$ cat src/rtl/sqw_pkg.sv
// Shared types for the square wave generator.
// Assumes nothing beyond a single clock domain.
package sqw_pkg;
    typedef enum logic [1:0] {
        SQ_IDLE = 2'd0,
        SQ_RUN  = 2'd1,
        SQ_HALT = 2'd2
    } sq_state_e;
endpackage

$ cat src/rtl/sqw_match.sv
// Compare detector: flags a hit when the timer has just taken a new value
// equal to the compare point and the generator is armed.
// Assumes tick_i is high for exactly one cycle per timer value.
module sqw_match #(
    parameter int W = 16
) (
    input  logic         armed_i,
    input  logic         tick_i,
    input  logic [W-1:0] tmr_i,
    input  logic [W-1:0] cmp_i,
    output logic         hit_o
);
    // Equality against the timer, qualified by the tick so a value matches once.
    always_comb begin
        hit_o = armed_i && tick_i && (tmr_i == cmp_i);
    end
endmodule

$ cat src/rtl/sqw_period.sv
// Compare point and active half-period registers with the buffered update.
// Assumes the producer keeps hp_valid_i low while hp_buf_i is being rewritten.
module sqw_period #(
    parameter int W = 16
) (
    input  logic         clk,
    input  logic         rst_n,
    input  logic         load_i,
    input  logic [W-1:0] seed_i,
    input  logic         adv_i,
    input  logic [W-1:0] hp_buf_i,
    input  logic         hp_valid_i,
    output logic [W-1:0] cmp_o,
    output logic [W-1:0] act_o
);
    logic [W-1:0] cmp_q;
    logic [W-1:0] act_q;
    logic [W-1:0] hp_use;

    // Half-period in force for this toggle: buffer if marked valid, else the current one.
    always_comb begin
        hp_use = hp_valid_i ? hp_buf_i : act_q;
    end

    // Seed on start, otherwise advance the compare point by the half-period on a hit.
    always_ff @(posedge clk) begin
        if (!rst_n) begin
            cmp_q <= '0;
            act_q <= '0;
        end else if (load_i) begin
            cmp_q <= seed_i;
            act_q <= seed_i;
        end else if (adv_i) begin
            act_q <= hp_use;
            cmp_q <= cmp_q + hp_use;
        end
    end

    assign cmp_o = cmp_q;
    assign act_o = act_q;
endmodule

$ cat src/rtl/sqw_ctrl.sv
// Run/halt sequencer and output flop. It parks the output high whenever the
// generator is not running. Assumes stop_i and en_i are synchronous to clk.
module sqw_ctrl
    import sqw_pkg::*;
(
    input  logic      clk,
    input  logic      rst_n,
    input  logic      en_i,
    input  logic      stop_i,
    input  logic      hit_i,
    output logic      armed_o,
    output logic      load_o,
    output sq_state_e state_o,
    output logic      wave_o
);
    sq_state_e st_q;
    sq_state_e st_d;
    logic      wave_q;

    // Toggling is allowed only in the run state with enable and no stop.
    always_comb begin
        armed_o = (st_q == SQ_RUN) && en_i && !stop_i;
        load_o  = (st_q == SQ_IDLE) && en_i && !stop_i;
    end

    // Next-state selection; stop wins over everything, halt waits for enable to drop.
    always_comb begin
        st_d = st_q;
        unique case (st_q)
            SQ_IDLE: if (stop_i) st_d = SQ_HALT;
                     else if (en_i) st_d = SQ_RUN;
            SQ_RUN:  if (stop_i) st_d = SQ_HALT;
                     else if (!en_i) st_d = SQ_IDLE;
            SQ_HALT: if (!en_i) st_d = SQ_IDLE;
            default: st_d = SQ_IDLE;
        endcase
    end

    // State register and output level: invert on a hit, otherwise park high when not armed.
    always_ff @(posedge clk) begin
        if (!rst_n) begin
            st_q   <= SQ_IDLE;
            wave_q <= 1'b1;
        end else begin
            st_q <= st_d;
            if (hit_i)
                wave_q <= ~wave_q;
            else if (st_d != SQ_RUN)
                wave_q <= 1'b1;
        end
    end

    assign state_o = st_q;
    assign wave_o  = wave_q;
endmodule

$ cat src/rtl/sqwave_cmp_gen.sv
// Top of the compare-driven square wave generator. It toggles wave_o each time
// the free-running timer reaches the compare point, then moves the compare
// point forward by the active half-period. Assumes the timer is in the same
// clock domain and tick_i marks each new timer value.
module sqwave_cmp_gen #(
    parameter int W = 16
) (
    input  logic         clk,
    input  logic         rst_n,
    input  logic         en_i,
    input  logic         stop_i,
    input  logic [W-1:0] tmr_i,
    input  logic         tick_i,
    input  logic [W-1:0] seed_i,
    input  logic [W-1:0] hp_buf_i,
    input  logic         hp_valid_i,
    output logic         wave_o
);
    import sqw_pkg::*;

    logic         armed;
    logic         load;
    logic         hit;
    logic         running;
    logic [W-1:0] cmp_val;
    logic [W-1:0] act_val;
    sq_state_e    state;

    sqw_ctrl u_ctrl (
        .clk     (clk),
        .rst_n   (rst_n),
        .en_i    (en_i),
        .stop_i  (stop_i),
        .hit_i   (hit),
        .armed_o (armed),
        .load_o  (load),
        .state_o (state),
        .wave_o  (wave_o)
    );

    sqw_match #(.W(W)) u_match (
        .armed_i (armed),
        .tick_i  (tick_i),
        .tmr_i   (tmr_i),
        .cmp_i   (cmp_val),
        .hit_o   (hit)
    );

    sqw_period #(.W(W)) u_period (
        .clk        (clk),
        .rst_n      (rst_n),
        .load_i     (load),
        .seed_i     (seed_i),
        .adv_i      (hit),
        .hp_buf_i   (hp_buf_i),
        .hp_valid_i (hp_valid_i),
        .cmp_o      (cmp_val),
        .act_o      (act_val)
    );

    // Run flag for observation by the checker.
    assign running = (state == SQ_RUN);
endmodule

$ cat config.mk
export PLATFORM = sky130hd
export DESIGN_NAME = sqwave_cmp_gen
export DESIGN_NICKNAME = d
export VERILOG_FILES = /design/src/rtl/sqw_pkg.sv /design/src/rtl/sqw_match.sv /design/src/rtl/sqw_period.sv /design/src/rtl/sqw_ctrl.sv /design/src/rtl/sqwave_cmp_gen.sv
export SDC_FILE = /design/constraint.sdc
export NUM_CORES = 1
export LEC_CHECK = 0
export BUFFER_PORTS_ARGS = -buffer_cell sky130_fd_sc_hd__buf_2
export CAP_MARGIN = 20
export CORE_MARGIN = 2
export CORE_UTILIZATION = 50
export DETAILED_ROUTE_END_ITERATION = 16
export GPL_ROUTABILITY_DRIVEN = 0
export GPL_TIMING_DRIVEN = 0
export PLACE_DENSITY_LB_ADDON = 0.15
export SYNTH_ARGS = -nofsm -noshare
export SYNTH_HDL_FRONTEND = slang
export SYNTH_HIERARCHICAL = 1
export SYNTH_SLANG_ARGS = --single-unit
$ cat constraint.sdc
create_clock -name clk -period 2.5 [get_ports clk]
set_input_delay 0.375 -clock clk [delete_from_list [all_inputs] [get_ports clk]]
set_output_delay 0.375 -clock clk [all_outputs]
set_load 0.1 [all_outputs]
==> flow_summary.ini, run 1 <==
[critical_path]
ff2ff_path_depth = 10
start_kind = input port
reg2reg_to = u_period/cmp_o[14]
critPathKind = in2reg
crit-reg2reg-launch = u_period/act_o[0]
path_max_fanout = 10
critPathCaptureType = register
arrival_ns = 2.61
cp_data_required_time_ns = 2.69
reg2reg_slack_ns = 0.10

[clock_network]
clock_latency_ns = 0.29
clock-sinks = 35
clkTransAtPathRegs_ns = 0.08
ctsRootBufferMaster = clkbuf_8
cts_made_buffers = 5
h-tree-depth = 2
cts_buffer_depth = 2
hold_buffers = 0
cts_tree = built

[yosys]
ys.flop_type = dfxtp_1
postSynthAreaPerCell_sq_um = 8.62
synth_area_sq_um = 2640
yosysTopAreaCellShare_pct = 26.6
synth_edf_count = 0
syn-num-nets = 376
yosys_warnings = 6
synth_top_area_cell = dfxtp_1
synth_common_cells = dfxtp_1, nand2_1, o21ai_0, xnor2_1, mux2i_1
ys_seq_area_share_pct = 26.6
synth.area.top_cells = dfxtp_1, xnor2_1, mux2i_1
synthArstFlopShare_pct = 0
synthCells = 306
yosys.cell_count.top_type = dfxtp_1
ys_seq_elements = 35
synth.distinct_cells = 48

[placement]
numPortBuffers = 53
dpl.hpwl_mm = 5.26
post-place-ws_ns = -0.580
dp.cells = 429

[power]
power_per_cell_area_nw_per_um2 = 445
ir_drop_uv = 293
p_leak_uw = 0.00138

[grt]
grt_pass1_vias = 2292
grt-ovfl-total = 0
grt_max_degree = 13
grt_use_total_pct = 24.4
antenna_found_initial = 0
grt_pass1_wl_mm = 11.2

[routing]
viasPerCell = 5.40
dr.pass1.iters = 4
wl_mm = 6.96
detail_route.drc_violations = 0
drtIter0Drc = 192
avgRoutedWirePerCell_microns = 15.6
ant_nets = 0
vias = 2407

[min_path]
worstHoldPathCells = 3
worstHoldEndpoint = u_period/act_o[15]
hp-class = in2reg
hp-start = seed_i[15]

[layout]
drive_above_1_share_pct = 31.9
final_nets = 445
area_growth_pct = 25.5
final_cells = 446
antenna_cells = 0

[die]
fp.dieH_microns = 76.6
die-area_sq_um = 5870
std_cell_rows = 26
io_pins = 55
die_w_microns = 76.6
initial_core_util_pct = 51.6
core_sq_um = 5110

[timing]
fin_crit_sh_pct = 96.7
drv_slew = 0
period_minus_slack_ns = 2.42
setup_violations = 0
whs_ns = 0.344
max_freq_mhz = 414
fin_skew_ns = 0.00848
slew_headroom_pct = 54.6
worst_slack_ns = 0.0828
tightest_slew_ns = 0.680
finalHoldViolCount = 0
setup_tns_ns = 0
rsz0062_at_grt = yes

[status]
status = completed

[job]
timing.max_cap.violations = 0
routing by layer:
metal	GRT usage, %	part of all wire [%]	vias to the layer above
li1	-	-	1233
met1	31.6	46	1107
met2	42.6	49	62
met3	3.67	4.2	5
met4	5.64	0.49	0
met5	0	0	-
placed cells by master, fill, tap and decap left out, types with 12 or more instances in the layout:
| cell | n |
|---|---|
| xnor2_1 | 22 |
| o21ai_0 | 24 |
| mux2_2 | 16 |
| ha_1 | 13 |
| a21oi_1 | 12 |
| nand2_1 | 29 |
| buf_2 | 55 |
| and2_1 | 18 |
| dfxtp_1 | 29 |
| mux2i_1 | 19 |
metrics by stage:
step                power, uW  util, %  instance area [sq um]
finish                   1470     64.8                   3310
global route             1550     64.8                   3310
CTS                      1470     63.0                   3220
detailed placement        945     59.5                   3040
global placement          940     59.5                   3040
floorplan                 842        -                   2690
cells by family after synthesis:
kind of cell | after synthesis | share of synthesized area, %
adder cells (fa/ha/maj) | 16 | 7.88
flip-flops | 35 | 26.6
buffers and inverters | 28 | 4.37
AO/OA/AOI/OAI | 85 | 21.8
AND/OR/NAND/NOR | 77 | 15.3
multiplexers | 36 | 14.4
XOR/XNOR | 29 | 9.63
what timing repair did:
| item | in CTS | in global routing |
|---|---|---|
| gates resized for setup | 10 | 14 |
| pin swaps | 2 | 7 |
| buffers inserted | 5 | 5 |
| setup endpoints to repair | 32 | 32 |
final cells by class:
cell class / instances / area [sq um]
clock inverter: 3 / 43.8
inverter: 11 / 41.3
buffer: 16 / 101
fill: 462 / 1800
clock buffer: 5 / 68.8
multi-input combinational: 243 / 1920
tap: 70 / 87.6
sequential: 35 / 708
timing repair buffer: 63 / 340
flip-flops by register name, summed over array words and instances, names as in the netlist:
| register | cells |
|---|---|
| u_ctrl/state_o | 2 |
| u_period/act_o | 16 |
| u_ctrl/wave_o | 1 |
| u_period/cmp_o | 16 |
worst max-delay path, cell delays in order:
cell      delay [ns]
buf_4           0.17
buf_8           0.17
mux2_2          0.36
ha_1            0.27
buf_2           0.17
a21oi_2         0.17
o21ai_0         0.13
a221oi_1        0.27
o21ai_1         0.15
xnor2_1         0.15
a22o_1          0.22
worst max path at each step:
stage | startpoint | end | slack [ns] | depth (start not counted)
finish | hp_valid_i | u_period/cmp_o[15] | 0.08 | 11
global route | u_period/act_o[0] | u_period/cmp_o[14] | -0.02 | 10
CTS | u_ctrl/state_o[1] | u_period/act_o[2] | 0.02 | 10
detailed placement | stop_i | u_period/cmp_o[14] | -0.58 | 10
global placement | stop_i | u_period/cmp_o[14] | -0.56 | 10
floorplan | hp_valid_i | u_period/cmp_o[14] | 0.002 | 11
power by group:
part | internal [uW] | switching, uW | total [uW]
registers | 585 | 20.8 | 605
clock network | 297 | 222 | 519
logic | 164 | 183 | 347
total | 1050 | 426 | 1470
Note: power is estimated with default switching activity, not from simulation.
==> inputs of run 2 (changes only) <==
--- a/config.mk
+++ b/config.mk
@@ -11,7 +11,7 @@
 export CORE_UTILIZATION = 50
 export DETAILED_ROUTE_END_ITERATION = 16
 export GPL_ROUTABILITY_DRIVEN = 0
-export GPL_TIMING_DRIVEN = 0
+export GPL_TIMING_DRIVEN = 1
 export PLACE_DENSITY_LB_ADDON = 0.15
 export SYNTH_ARGS = -nofsm -noshare
 export SYNTH_HDL_FRONTEND = slang
==> run 2 against run 1 <==
Compared with the run above: first-iteration DRC count decreased by 49%; hold slack improved by 0.0044 ns; critical path depth decreased by 3; clock-buffer cell count unchanged; critical path type is now reg2reg.
==> flow_summary.ini, run 2 (synthesized netlist as in run 1, its figures left out) <==
[critical_path]
critPathCaptureType = register
start_kind = register
cp_data_required_time_ns = 2.66
endpoint = u_period/cmp_o[0]
critical_path.startpoint = u_period/cmp_o[2]
path_max_fanout = 12
ff2ff_path_depth = 8
reg2reg_slack_ns = 0.14
arrival_ns = 2.51
critPathKind = reg2reg
crit-reg2reg-launch = u_period/cmp_o[2]
reg2reg_to = u_period/cmp_o[0]

[clock_network]
cts_made_buffers = 5
post-cts-setup-buffers = 0
cts_buffer_depth = 2
ctsRootBufferMaster = clkbuf_8
clock-sinks = 35
cts_tree = built
clkTransAtPathRegs_ns = 0.08
clock_latency_ns = 0.29
h-tree-depth = 2

[die]
die-area_sq_um = 5870
die_w_microns = 76.6
io_pins = 55
fp.dieH_microns = 76.6
std_cell_rows = 26
core_sq_um = 5110
initial_core_util_pct = 51.6

[routing]
viasPerCell = 5.37
route.met2.wl_mm = 3.39
ant_nets = 0
top_layer = met4
avgRoutedWirePerCell_microns = 14.8
drtIter0Drc = 97
dr.pass1.iters = 4
wl_met1_mm = 3.02
met3WireLength_microns = 289
vias = 2484
detail_route.drc_violations = 0
wl_mm = 6.87

[placement]
dp.cells = 455
numPortBuffers = 54
post-place-ws_ns = -0.158
dpl.hpwl_mm = 5.34

[layout]
area_growth_pct = 30.8
antenna_cells = 0
final_cells = 463
drive_above_1_share_pct = 35.1
final_common_cell = buf_2
post-route-util_pct = 67.5
final_nets = 462
final_cell_mix = buf_2, buf_4, dfxtp_1, nand2_1, o21ai_0

[timing]
whs_ns = 0.349
setup_violations = 0
finalHoldViolCount = 0
worst_slack_ns = 0.145
fin_crit_sh_pct = 94.2
fin_skew_ns = 0.00931
max_freq_mhz = 425
slew_headroom_pct = 62.3
drv_slew = 0
rsz0062_at_grt = no
tightest_slew_ns = 0.564
period_minus_slack_ns = 2.36
setup_tns_ns = 0

[grt]
grt_pass1_vias = 2451
grt-ovfl-total = 0
grt_use_total_pct = 23.7
grt_max_degree = 27
antenna_found_initial = 0
grt_pass1_wl_mm = 11.1

[job]
timing.max_cap.violations = 0

[power]
power_per_cell_area_nw_per_um2 = 441
ir_drop_uv = 294
p_leak_uw = 0.00148

[status]
status = completed

[min_path]
hp-class = in2reg
hp-start = seed_i[15]
run 2: changes by cell type in the layout (fill, tap and decap cells not counted), sizes merged:
cell | before | now
clkbuf | 14 | 5
buf | 70 | 96
run 2: metal layers:
metal	up-vias	track usage, %
met2	68	40.5
met4	0	9.09
met3	14	3.67
met1	1136	30.1
met5	-	0
li1	1266	-
run 2: where the power goes:
group / internal [uW] / switching (uW)
clock: 297 / 227
sequential: 583 / 20.3
combinational: 203 / 190
run 2: final cells by class:
class | instances | area, sq um
multi-input combinational | 243 | 1900
fill | 456 | 1660
sequential | 35 | 701
timing repair buffer | 96 | 606
tap | 70 | 87.6
clock buffer | 5 | 68.8
clock inverter | 3 | 43.8
inverter | 11 | 41.3
run 2: worst max-delay path, stage by stage (launching register included):
cell and delay, ns:
dfxtp_1 0.42, xnor2_1 0.16, nand4_1 0.16, or4_4 0.57, nor4_4 0.21, buf_6 0.23
mux2_2 0.35, nand2_1 0.07, a21oi_1 0.07
run 2: worst min-delay path by stage:
stage,end,cells past startpoint
2_1_floorplan,u_ctrl/wave_o,1
3_3_place_gp,u_ctrl/state_o[1],2
3_5_place_dp,u_ctrl/state_o[1],2
4_1_cts,u_period/act_o[15],3
5_1_grt,u_period/act_o[15],3
6_report,u_period/act_o[15],3
run 2: per-stage QoR:
stage | power, uW | area [sq um]
after global placement | 992 | 3300
after floorplan | 842 | 2690
after global routing | 1600 | 3450
after CTS | 1520 | 3410
final | 1520 | 3450
after detailed placement | 1000 | 3300
run 2: repair_timing:
action | CTS | global route
hold buffers | 0 | 0
setup endpoints to repair | 0 | 10
gates resized for setup | 0 | 8
==> inputs of run 3 (changes only) <==
--- a/config.mk
+++ b/config.mk
@@ -7,7 +7,6 @@
 export LEC_CHECK = 0
 export BUFFER_PORTS_ARGS = -buffer_cell sky130_fd_sc_hd__buf_2
 export CAP_MARGIN = 20
-export CORE_MARGIN = 2
 export CORE_UTILIZATION = 50
 export DETAILED_ROUTE_END_ITERATION = 16
 export GPL_ROUTABILITY_DRIVEN = 0
==> constraint.sdc (replaced) <==
create_clock -name clk -period 1.89 [get_ports clk]
set_input_delay 0.2835 -clock clk [delete_from_list [all_inputs] [get_ports clk]]
set_output_delay 0.2835 -clock clk [all_outputs]
set_load 0.1 [all_outputs]
==> run 3 against run 2 <==
Compared with the run above: the run now ends with negative setup slack left; sequential power increased by 32%; register-to-register slack got worse by 0.64 ns; worst setup slack got worse by 0.64 ns; clock-buffer cell count unchanged; utilization increased by 12 points; final cell count increased by 6.7%; clock skew increased by 0.0025 ns; largest cell class unchanged.
==> flow_summary.ini, run 3 (synthesized netlist as in run 1, its figures left out) <==
[status]
status = complete, but fails checks
failed_checks = negative setup slack

[routing]
route.met2.wl_mm = 4.51
vias = 2868
viasPerCell = 5.81
avgRoutedWirePerCell_microns = 18.3
detail_route.drc_violations = 0
drtIter0Drc = 265
top_layer = met4
wl_mm = 9.06
met3WireLength_microns = 683
wl_met1_mm = 3.62
dr.pass1.iters = 6
ant_nets = 0

[clock_network]
ctsRootBufferMaster = clkbuf_8
clock_latency_ns = 0.30
clock-sinks = 35
cts_buffer_depth = 2
h-tree-depth = 2
clkTransAtPathRegs_ns = 0.09
cts_made_buffers = 5
cts_tree = built
hold_buffers = 0

[grt]
grt_use_total_pct = 32.1
grt-ovfl-total = 0
grt_max_degree = 22
grt_pass1_wl_mm = 13.2
grt_pass1_vias = 2752
antenna_found_initial = 0

[critical_path]
critPathKind = reg2reg
reg2reg_slack_ns = -0.49
start_kind = register
cp_data_required_time_ns = 2.11
ff2ff_path_depth = 11
critical_path.slowest_cell = dfxtp_2
crit_chain = mux2_4 -> ha_4 -> inv_2 -> fa_2 -> and2b_1 -> o211ai_2 -> a31oi_4 -> buf_6 -> a41oi_1 -> xnor2_1 -> o2bb2ai_1
reg2reg_to = u_period/cmp_o[10]
crit-reg2reg-launch = u_period/act_o[0]
arrival_ns = 2.60
critPathCaptureType = register
slowest_delay_ns = 0.33
path_max_fanout = 3

[placement]
dpl.hpwl_mm = 5.45
dp.cells = 470
numPortBuffers = 54
post-place-ws_ns = -0.666

[power]
report.power.total_uw = 2300
ir_drop_uv = 720
p_leak_uw = 0.00175
power_per_cell_area_nw_per_um2 = 566

[timing]
rsz0062_at_grt = yes
finalHoldViolCount = 0
setup_violations = 33
tightest_slew_ns = 0.605
max_freq_mhz = 420
worst_slack_ns = -0.491
drv_slew = 0
fin_skew_ns = 0.0118
fin_crit_sh_pct = 126
whs_ns = 0.263
period_minus_slack_ns = 2.38
slew_headroom_pct = 59.6

[die]
std_cell_rows = 26
die_w_microns = 74.6
core_sq_um = 5110
initial_core_util_pct = 51.6
io_pins = 55
fp.dieH_microns = 74.6
die-area_sq_um = 5570

[layout]
final_common_cell = buf_4
final_cell_mix = buf_4, buf_2, dfxtp_1, nand2_1, o21ai_1
post-route-util_pct = 79.5
drive_above_1_share_pct = 50.0
final_nets = 493
final_cells = 494
fillers = 339
antenna_cells = 0
area_growth_pct = 54.1

[job]
timing.max_cap.violations = 0

[min_path]
hp-start = seed_i[0]
worstHoldPathCells = 3
hp-class = in2reg
worstHoldEndpoint = u_period/cmp_o[0]
-- run 3: power by group --
group	total (uW)	leakage (uW)	switching, uW	internal [uW]
clock network	840	0.0000644	313	527
registers	799	0.000287	26.7	773
logic	662	0.00140	328	334
total	2300	0.00175	668	1630
-- run 3: routing by layer --
metal | vias up | track usage [%]
met4 | 0 | 15.5
met5 | - | 0
met1 | 1361 | 39.2
met3 | 31 | 4.82
li1 | 1329 | -
met2 | 147 | 55.3
-- run 3: worst max-delay path by stage --
stage                 startpoint  slack (ns)  cells past startpoint                  to
2_1_floorplan         hp_valid_i       -0.39                     11  u_period/cmp_o[14]
5_1_grt        u_ctrl/state_o[1]       -0.55                     10   u_period/cmp_o[0]
6_report       u_period/act_o[0]       -0.49                     11  u_period/cmp_o[10]
3_5_place_dp          hp_valid_i       -0.67                     10  u_period/cmp_o[15]
4_1_cts        u_period/act_o[0]       -0.45                     10  u_period/cmp_o[14]
3_3_place_gp          hp_valid_i       -0.63                     10  u_period/cmp_o[15]
-- run 3: through the flow --
stage | area [sq um] | setup TNS, ns
2_1_floorplan | 2870 | -8.19
3_3_place_gp | 3520 | -16.43
3_5_place_dp | 3520 | -17.65
4_1_cts | 3950 | -10.43
5_1_grt | 4060 | -16.02
6_report | 4060 | -13.17
-- run 3: layout make-up --
cell class                      instances  area (sq um)  share of cell area, %
Clock buffer                            5          68.8                   1.69
Clock inverter                          3          67.6                   1.66
Inverter                               11          41.3                   1.02
Multi-Input combinational cell        244          2170                   53.4
Sequential cell                        35           706                   17.4
Tap cell                               70          87.6                   2.16
Timing Repair Buffer                  126           923                   22.7
-- run 3: what timing repair did --
| action | in CTS | in global routing |
|---|---|---|
| setup buffers | 9 | 7 |
| pin swaps | 21 | 19 |
| endpoints found under the setup margin | 33 | 33 |
| resized for setup | 41 | 31 |
| cloned | 4 | 0 |
-- run 3: critical path: cells and delay by family, from the launching register on --
kind	cells	cell delay (ns)
AO/OA/AOI/OAI	4	0.75
adder cells (fa/ha/maj)	2	0.37
flip-flops	1	0.33
multiplexers	1	0.28
buffers and inverters	2	0.20
AND/OR/NAND/NOR	1	0.20
XOR/XNOR	1	0.16
